<file path="src/rtl/coh_pkg.sv">
package coh_pkg;

  typedef enum logic [1:0] {
    ST_UNC = 2'd0,
    ST_SHR = 2'd1,
    ST_EXC = 2'd2
  } dir_state_e;

  typedef enum logic [1:0] {
    RQ_READ  = 2'd0,
    RQ_READX = 2'd1,
    RQ_UPGR  = 2'd2,
    RQ_NONE  = 2'd3
  } req_kind_e;

  typedef enum logic [1:0] {
    MS_DATA = 2'd0,
    MS_ACK  = 2'd1,
    MS_INTV = 2'd2,
    MS_INV  = 2'd3
  } msg_kind_e;

  typedef enum logic [1:0] {
    F_IDLE  = 2'd0,
    F_NOTE  = 2'd1,
    F_FETCH = 2'd2,
    F_REPLY = 2'd3
  } fsm_e;

endpackage

</file>
<file path="src/rtl/coh_dir_store.sv">
module coh_dir_store import coh_pkg::*; #(
  parameter int NPROC  = 4,
  parameter int NLINES = 8,
  parameter int LW     = 3
) (
  input  logic              clk,
  input  logic              rst_n,
  input  logic [LW-1:0]     rd_line,
  output dir_state_e        rd_state,
  output logic [NPROC-1:0]  rd_shr,
  input  logic              wr_en,
  input  logic [LW-1:0]     wr_line,
  input  dir_state_e        wr_state,
  input  logic [NPROC-1:0]  wr_shr
);

  dir_state_e       st_q  [NLINES];
  logic [NPROC-1:0] shr_q [NLINES];

  always_ff @(posedge clk) begin
    if (!rst_n) begin
      for (int i = 0; i < NLINES; i++) begin
        st_q[i]  <= ST_UNC;
        shr_q[i] <= '0;
      end
    end else if (wr_en) begin
      st_q[wr_line]  <= wr_state;
      shr_q[wr_line] <= wr_shr;
    end
  end

  assign rd_state = st_q[rd_line];
  assign rd_shr   = shr_q[rd_line];

endmodule

</file>
<file path="src/rtl/coh_policy.sv">
module coh_policy import coh_pkg::*; #(
  parameter int NPROC = 4,
  parameter int PW    = 2
) (
  input  dir_state_e        cur_state,
  input  logic [NPROC-1:0]  cur_shr,
  input  req_kind_e         kind,
  input  logic [PW-1:0]     src,
  output dir_state_e        nxt_state,
  output logic [NPROC-1:0]  nxt_shr,
  output logic [NPROC-1:0]  note_mask,
  output logic              note_intv,
  output logic              need_fetch,
  output logic              need_reply,
  output logic              reply_data,
  output logic              do_update
);

  function automatic logic [NPROC-1:0] bit_of(input logic [PW-1:0] p);
    return NPROC'(1) << p;
  endfunction

  logic [NPROC-1:0] src_bit;
  logic [NPROC-1:0] others;

  assign src_bit = bit_of(src);
  assign others  = cur_shr & ~src_bit;

  always_comb begin
    nxt_state  = cur_state;
    nxt_shr    = cur_shr;
    note_mask  = '0;
    note_intv  = 1'b0;
    need_fetch = 1'b0;
    need_reply = 1'b0;
    reply_data = 1'b0;
    do_update  = 1'b0;
    if (kind != RQ_NONE) begin
      do_update = 1'b1;
      unique case (cur_state)
        ST_UNC: begin
          nxt_state  = ST_EXC;
          nxt_shr    = src_bit;
          need_fetch = 1'b1;
          need_reply = 1'b1;
          reply_data = 1'b1;
        end
        ST_SHR: begin
          if (kind == RQ_READ) begin
            nxt_state  = ST_SHR;
            nxt_shr    = cur_shr | src_bit;
            need_fetch = 1'b1;
            need_reply = 1'b1;
            reply_data = 1'b1;
          end else begin
            nxt_state  = ST_EXC;
            nxt_shr    = src_bit;
            note_mask  = others;
            need_reply = 1'b1;
            need_fetch = (kind == RQ_READX);
            reply_data = (kind == RQ_READX);
          end
        end
        default: begin
          note_mask = others;
          if (kind == RQ_READ) begin
            nxt_state = ST_SHR;
            nxt_shr   = cur_shr | src_bit;
            note_intv = 1'b1;
          end else begin
            nxt_state = ST_EXC;
            nxt_shr   = src_bit;
          end
        end
      endcase
    end
  end

endmodule

</file>
<file path="src/rtl/coh_pick_low.sv">
module coh_pick_low #(
  parameter int N = 4
) (
  input  logic [N-1:0] vec,
  output logic [N-1:0] pick
);

  logic [N:0] seen;
  assign seen[0] = 1'b0;

  for (genvar i = 0; i < N; i++) begin : g_chain
    assign pick[i]   = vec[i] & ~seen[i];
    assign seen[i+1] = seen[i] | vec[i];
  end

endmodule

</file>
<file path="src/rtl/coh_home_dir.sv">
module coh_home_dir import coh_pkg::*; #(
  parameter int NPROC  = 4,
  parameter int NLINES = 8,
  localparam int PW = (NPROC  > 1) ? $clog2(NPROC)  : 1,
  localparam int LW = (NLINES > 1) ? $clog2(NLINES) : 1
) (
  input  logic              clk,
  input  logic              rst_n,
  input  logic              req_valid,
  output logic              req_ready,
  input  logic [1:0]        req_type,
  input  logic [PW-1:0]     req_src,
  input  logic [LW-1:0]     req_line,
  output logic              mem_req,
  output logic [LW-1:0]     mem_line,
  input  logic              mem_ack,
  output logic              msg_valid,
  input  logic              msg_ready,
  output logic [1:0]        msg_type,
  output logic [NPROC-1:0]  msg_dest,
  output logic [LW-1:0]     msg_line
);

  fsm_e             fsm_q, fsm_d;
  logic [PW-1:0]    src_q;
  logic [LW-1:0]    line_q;
  logic [NPROC-1:0] pend_q, pend_d;
  logic             intv_q, fetch_q, reply_q, data_q;

  dir_state_e       cur_state, nxt_state;
  logic [NPROC-1:0] cur_shr, nxt_shr, note_mask, pick_bit;
  logic             note_intv, need_fetch, need_reply, reply_data, do_update;

  // named internal events
  logic accept, note_fire, reply_fire, fetch_done;
  msg_kind_e mk;

  assign req_ready  = (fsm_q == F_IDLE);
  assign accept     = req_valid && req_ready;
  assign note_fire  = (fsm_q == F_NOTE)  && msg_ready;
  assign reply_fire = (fsm_q == F_REPLY) && msg_ready;
  assign fetch_done = (fsm_q == F_FETCH) && mem_ack;

  coh_dir_store #(.NPROC(NPROC), .NLINES(NLINES), .LW(LW)) u_store (
    .clk      (clk),
    .rst_n    (rst_n),
    .rd_line  (req_line),
    .rd_state (cur_state),
    .rd_shr   (cur_shr),
    .wr_en    (accept && do_update),
    .wr_line  (req_line),
    .wr_state (nxt_state),
    .wr_shr   (nxt_shr)
  );

  coh_policy #(.NPROC(NPROC), .PW(PW)) u_policy (
    .cur_state  (cur_state),
    .cur_shr    (cur_shr),
    .kind       (req_kind_e'(req_type)),
    .src        (req_src),
    .nxt_state  (nxt_state),
    .nxt_shr    (nxt_shr),
    .note_mask  (note_mask),
    .note_intv  (note_intv),
    .need_fetch (need_fetch),
    .need_reply (need_reply),
    .reply_data (reply_data),
    .do_update  (do_update)
  );

  coh_pick_low #(.N(NPROC)) u_pick (
    .vec  (pend_q),
    .pick (pick_bit)
  );

  always_comb begin
    fsm_d  = fsm_q;
    pend_d = pend_q;
    unique case (fsm_q)
      F_IDLE: begin
        if (accept) begin
          pend_d = note_mask;
          if (|note_mask)      fsm_d = F_NOTE;
          else if (need_fetch) fsm_d = F_FETCH;
          else if (need_reply) fsm_d = F_REPLY;
        end
      end
      F_NOTE: begin
        if (note_fire) begin
          pend_d = pend_q & ~pick_bit;
          if (pend_d == '0) begin
            if (fetch_q)      fsm_d = F_FETCH;
            else if (reply_q) fsm_d = F_REPLY;
            else              fsm_d = F_IDLE;
          end
        end
      end
      F_FETCH: if (fetch_done) fsm_d = F_REPLY;
      default: if (reply_fire) fsm_d = F_IDLE;
    endcase
  end

  always_ff @(posedge clk) begin
    if (!rst_n) begin
      fsm_q   <= F_IDLE;
      pend_q  <= '0;
      src_q   <= '0;
      line_q  <= '0;
      intv_q  <= 1'b0;
      fetch_q <= 1'b0;
      reply_q <= 1'b0;
      data_q  <= 1'b0;
    end else begin
      fsm_q  <= fsm_d;
      pend_q <= pend_d;
      if (accept) begin
        src_q   <= req_src;
        line_q  <= req_line;
        intv_q  <= note_intv;
        fetch_q <= need_fetch;
        reply_q <= need_reply;
        data_q  <= reply_data;
      end
    end
  end

  always_comb begin
    if (fsm_q == F_NOTE) mk = intv_q ? MS_INTV : MS_INV;
    else                 mk = data_q ? MS_DATA : MS_ACK;
  end

  assign msg_valid = (fsm_q == F_NOTE) || (fsm_q == F_REPLY);
  assign msg_type  = mk;
  assign msg_dest  = (fsm_q == F_NOTE) ? pick_bit : (NPROC'(1) << src_q);
  assign msg_line  = line_q;
  assign mem_req   = (fsm_q == F_FETCH);
  assign mem_line  = line_q;

endmodule

</file>
<file path="config.mk">
export PLATFORM = sky130hd
export DESIGN_NAME = coh_home_dir
export DESIGN_NICKNAME = d
export VERILOG_FILES = /design/src/rtl/coh_pkg.sv /design/src/rtl/coh_dir_store.sv /design/src/rtl/coh_policy.sv /design/src/rtl/coh_pick_low.sv /design/src/rtl/coh_home_dir.sv
export SDC_FILE = /design/constraint.sdc
export NUM_CORES = 1
export LEC_CHECK = 0
export ABC_AREA = 1
export BUFFER_PORTS_ARGS = -buffer_cell sky130_fd_sc_hd__clkbuf_2
export CORE_MARGIN = 2
export CORE_UTILIZATION = 30
export DETAILED_ROUTE_END_ITERATION = 8
export GPL_ROUTABILITY_DRIVEN = 0
export GPL_TIMING_DRIVEN = 1
export PLACE_DENSITY = 0.48
export SLEW_MARGIN = 20
export SYNTH_ARGS = -nofsm -noshare
export SYNTH_HDL_FRONTEND = slang
export SYNTH_SLANG_ARGS = --single-unit
</file>
<file path="constraint.sdc">
create_clock -name clk -period 2 [get_ports clk]
set_clock_uncertainty 0.05 [all_clocks]
set_input_delay 0.5 -clock clk [delete_from_list [all_inputs] [get_ports clk]]
set_output_delay 0.5 -clock clk [all_outputs]
set_load 0.005 [all_outputs]
</file>
# Word level (Yosys, flattened, before mapping)
# Memories as Yosys holds them, arrays and structs flattened.
# Index checks and enable logic that the tools add are counted.
[word_totals] regBits=14 ram_bits=48 input_bits=12 mem_count=2
[classes] eq_ne=11 n_shift=2 mux=46 n_bitwise=13 reduce_logical=18
[memory_table] memory="u_store.shr_q" depth=8 width=4 read_ports=1 rd_ports_with_merged_regs=0 wr=8 line="coh_dir_store.sv:18" text="logic [NPROC-1:0] shr_q [NLINES];"
[memory_table] memory="u_store.st_q" depth=8 width=2 read_ports=1 rd_ports_with_merged_regs=0 wr=8 line="coh_dir_store.sv:17" text="dir_state_e st_q [NLINES];"
[ops] op="4-bit two-way mux" count=9
[ops] op="2-bit two-way mux" count=15
[ops] op="1-bit two-way mux" count=16
[ops] op="4-bit case mux with 2 select lines" count=2
[ops] op="4-bit bitwise AND" count=2
[ops] op="4-bit NOT" count=2
[ops] op="4-bit OR reduction" count=2
[ops] op="1-bit by 2-bit << shifter with 4-bit output (first input constant)" count=2
[ops] op="2-bit by 1-bit equality test with 1-bit output (second input constant)" count=3
[ops] op="2-bit logical NOT" count=3
[ops] op="3-bit two-way mux" count=2
[ops] op="2-bit by 1-bit inequality test with 1-bit output (second input constant)" count=3
[ops] op="2-bit case mux with 3 select lines" count=1
[ops] op="6-bit AND reduction" count=1
[ops] op="1-bit logical AND" count=5
[ops] op="2-bit equality test (second input constant)" count=2
[ops] op="4-bit logical NOT" count=1
[ops] op="2-bit inequality test (second input constant)" count=2
[ops] op="4-bit by 1-bit inequality test with 1-bit output (second input constant)" count=1
[ops] op="4-bit bitwise OR" count=1
[ops] op="4-bit nonzero test" count=1
[ops] op="2-bit OR reduction" count=2
[ops] op="1-bit bitwise AND" count=3
[ops] op="1-bit NOT" count=3
[ops] op="other kinds (5)" count=6

# Logic depth before layout (Yosys ltp)
[depth] depth_word=10 depth_mapped=16

# Hierarchy
# From an unflattened synthesis, not the netlist that was laid out.
[hier_totals] cells_unflattened=463 hier_area_um2=3483.3
[modules_own_cells] module="coh_dir_store" n_inst=1 cells_each=290 area_per_inst_um2=2448.6
[modules_own_cells] module="coh_home_dir" n_inst=1 cells_each=126 area_per_inst_um2=814.5
[modules_own_cells] module="coh_policy" n_inst=1 cells_each=38 area_per_inst_um2=182.7
[modules_own_cells] module="coh_pick_low" n_inst=1 cells_each=9 area_per_inst_um2=37.5

# Worst setup path after synthesis
# No wires, ideal clock.
[synth_path] path_kind="input to register" start="in req_type[0]" end="mem u_store.shr_q[2][0] (enable)" setup_time_ns=0.318 arrival_ns=1.686 path_slack_ns=-0.055 stages=7 cell_sequence="nand2_1 inv_1 nor2_1 inv_2 nor3_1 inv_1 nand2_1"
[synth_lines] element="from (decl)" line="coh_home_dir.sv:11" text="input logic [1:0] req_type,"
[synth_lines] element="to (decl)" line="coh_dir_store.sv:18"

==> impl_metrics.yaml <==
cts:
  cts_tree: "done"
  clockBufferDepth: 2
  cts_root_buf: "clkbuf_8"
  h-tree-depth: 3
  holdBufCountCts: 0
  clock-sinks: 62
  cts_buffers: 9
  clkTransAtPathRegs_ns: 0.07
  clock_latency_ns: 0.35
detailed_routing:
  ant_nets: 0
  drtPass1Iterations: 4
  drc: 0
  wl_per_cell_um: 14.07
  num_vias: 2888
  wl_mm: 9.118
  avgViaCountPerCell: 4.457
  drtIter0Drc: 197
timing:
  fmax_mhz: 512.4
  maxSlewHeadroom_pct: 78.49
  grt_setup_unrepaired: "true"
  setup_viol: 0
  fin_crit_sh_pct: 97.57
  worst_pin_slew_ns: 0.3220
  timing.final.hold_violations: 0
  finalSetupTns_ns: 0
  min_period_ns: 1.951
  drv_slew: 0
setup_path:
  cp_slowest_cell: "a21oi_4"
  cp_common_cell: "nor2_1"
  r2r_end: "u_store.shr_q[6][1]"
  slowest_delay_ns: 0.33
  r2r_slack_ns: 0.07
  critical_path.endpoint_type: "flip-flop"
  worst-path-max-fanout: 8
  reg2reg_depth: 10
  startpoint: "req_line[0]"
  r2r-start: "u_store.st_q[3][1]"
  start_kind: "primary input"
  arrival_ns: 2.00
  crit_type: "primary input to flip-flop"
  cp.required_ns: 2.05
  cp_cell_sequence: "clkbuf_4, buf_6, nor2_2, nor2_1, o21ai_2, nand2_2, nor2_4, inv_2, o21ai_4, nand2_4, a21oi_4, nor2_1"
  cp-endpoint: "u_store.shr_q[6][1]"
yosys:
  ys_ff_latch: 62
  synth-seq-area-share_pct: 51.13
  async_flop_share_pct: 0
  synth_fp_nets: 418
  postSynthCellCount: 406
  synth-edff-count: 48
  ys_types: 36
  ys_dominant_reg_cell: "edfxtp_1"
  netlist_area_sq_um: 3367
  postSynthAreaPerCell_sq_um: 8.293
  yosysWarningCount: 0
power:
  powerDensity_nw_per_um2: 908.6
  finalPower_uw: 4141
  ir_drop_v: 0.0004493
  leakagePower_uw: 0.002110
grt:
  grt_use_total_pct: 16.21
  gr-total-overflow: 0
  grt_pass1_wl_mm: 14.52
  antenna_found_initial: 0
  grt_pass1_vias: 2843
  grt_max_degree: 23
final_layout:
  nets: 515
  fin_cells: 648
  final_cell_mix: "66 x nand2_1, 65 x inv_1, 63 x nor2_1"
  antenna_cells: 0
  area_delta_synth_final_pct: 35.38
  layout_commonest_cell: "nand2_1"
  stdcell_area_sq_um: 4558
  final_util_pct: 41.86
  drive_gt1_share_pct: 33.86
floorplan:
  die_h_um: 109.9
  num_rows: 38
  die_w_um: 109.9
  core_area_sq_um: 10890
  io_pins: 27
  die-area_sq_um: 12090
  start_util_pct: 30.92
flow_run:
  drv_cap: 0
placement:
  placed_area_sq_um: 4115
  numPortBuffers: 26
  hpwl_mm: 6.817
  placed_cells: 625
worst_hold_path:
  holdCritPathClass: "primary input to flip-flop"
status:
  status: "complete, no violations"
==> synthesized netlist by cell type, types with 6 or more instances <==
cell / n / area (sq um)
nor2_1: 78 / 292.8
nand2_1: 74 / 277.8
inv_1: 66 / 247.7
edfxtp_1: 48 / 1441
nand3_1: 29 / 145.1
o21ai_0: 21 / 105.1
dfxtp_1: 14 / 280.3
a21oi_1: 11 / 55.05
nor3_1: 8 / 40.04
o211ai_1: 6 / 45.04
==> through the flow <==
step	hold slack [ns]	setup WS [ns]
finish	0.4477	0.04853
CTS	0.4290	-0.0003390
detailed placement	0.4605	-0.3458
global placement	0.4468	-0.3193
global route	0.4680	-0.07200
floorplan	0.4223	-0.009848
==> power breakdown <==
part	switching (uW)	internal, uW
Combinational	738	603
Sequential	73.6	1510
Clock	521	692
Total	1330	2810
==> critical path: cells and delay by family <==
family	cells	cell delay, ns
AND/OR/NAND/NOR	6	0.55
buffers and inverters	3	0.36
AO/OA/AOI/OAI	3	0.58
==> logic make-up after synthesis <==
kind of cell           share of synthesized area, %
DFF                                           51.13
and+or+nand+nor                               26.72
AOI/OAI and AO/OA                             11.30
buffers and inverters                         10.85
==> how the worst min path moves through the flow <==
stage | endpoint | depth (start not counted) | start | slack [ns]
floorplan | src_q[0] | 2 | src_q[0] | 0.42
global placement | src_q[0] | 2 | src_q[0] | 0.45
detailed placement | src_q[0] | 2 | src_q[0] | 0.46
CTS | src_q[1] | 3 | req_src[1] | 0.43
global route | src_q[1] | 3 | req_src[1] | 0.47
finish | src_q[1] | 3 | req_src[1] | 0.45
==> final cells by class <==
type / instances / area, sq um
repair buffers: 100 / 785.8
well taps: 140 / 175.2
clock buffers: 9 / 123.9
flip-flops and latches: 62 / 1724
multi-input cells: 260 / 1385
clock inverters: 7 / 88.84
inverters: 70 / 275.3
fillers: 1084 / 6330
==> registers in the layout, summed over array words and instances (netlist names) <==
register       cells
mem_line           3
pend_q             4
u_store.st_q      16
u_store.shr_q     32
reply_q            1
fsm_q              2
intv_q             1
data_q             1
src_q              2
==> routing by layer <==
metal / track usage, % / up-vias / wire length (um)
li1: - / 1503 / -
met1: 22.24 / 1341 / 4590
met2: 25.33 / 37 / 4157
met3: 3.438 / 7 / 263
met4: 5.335 / 0 / 108
met5: 0 / - / 0
==> what timing repair did <==
item                       4_1_cts  5_1_grt
buffers inserted                 3        4
setup endpoints to repair       11       95
pin swaps                        1        9
resized for setup               11       39
(Power assumes the default switching activity.)
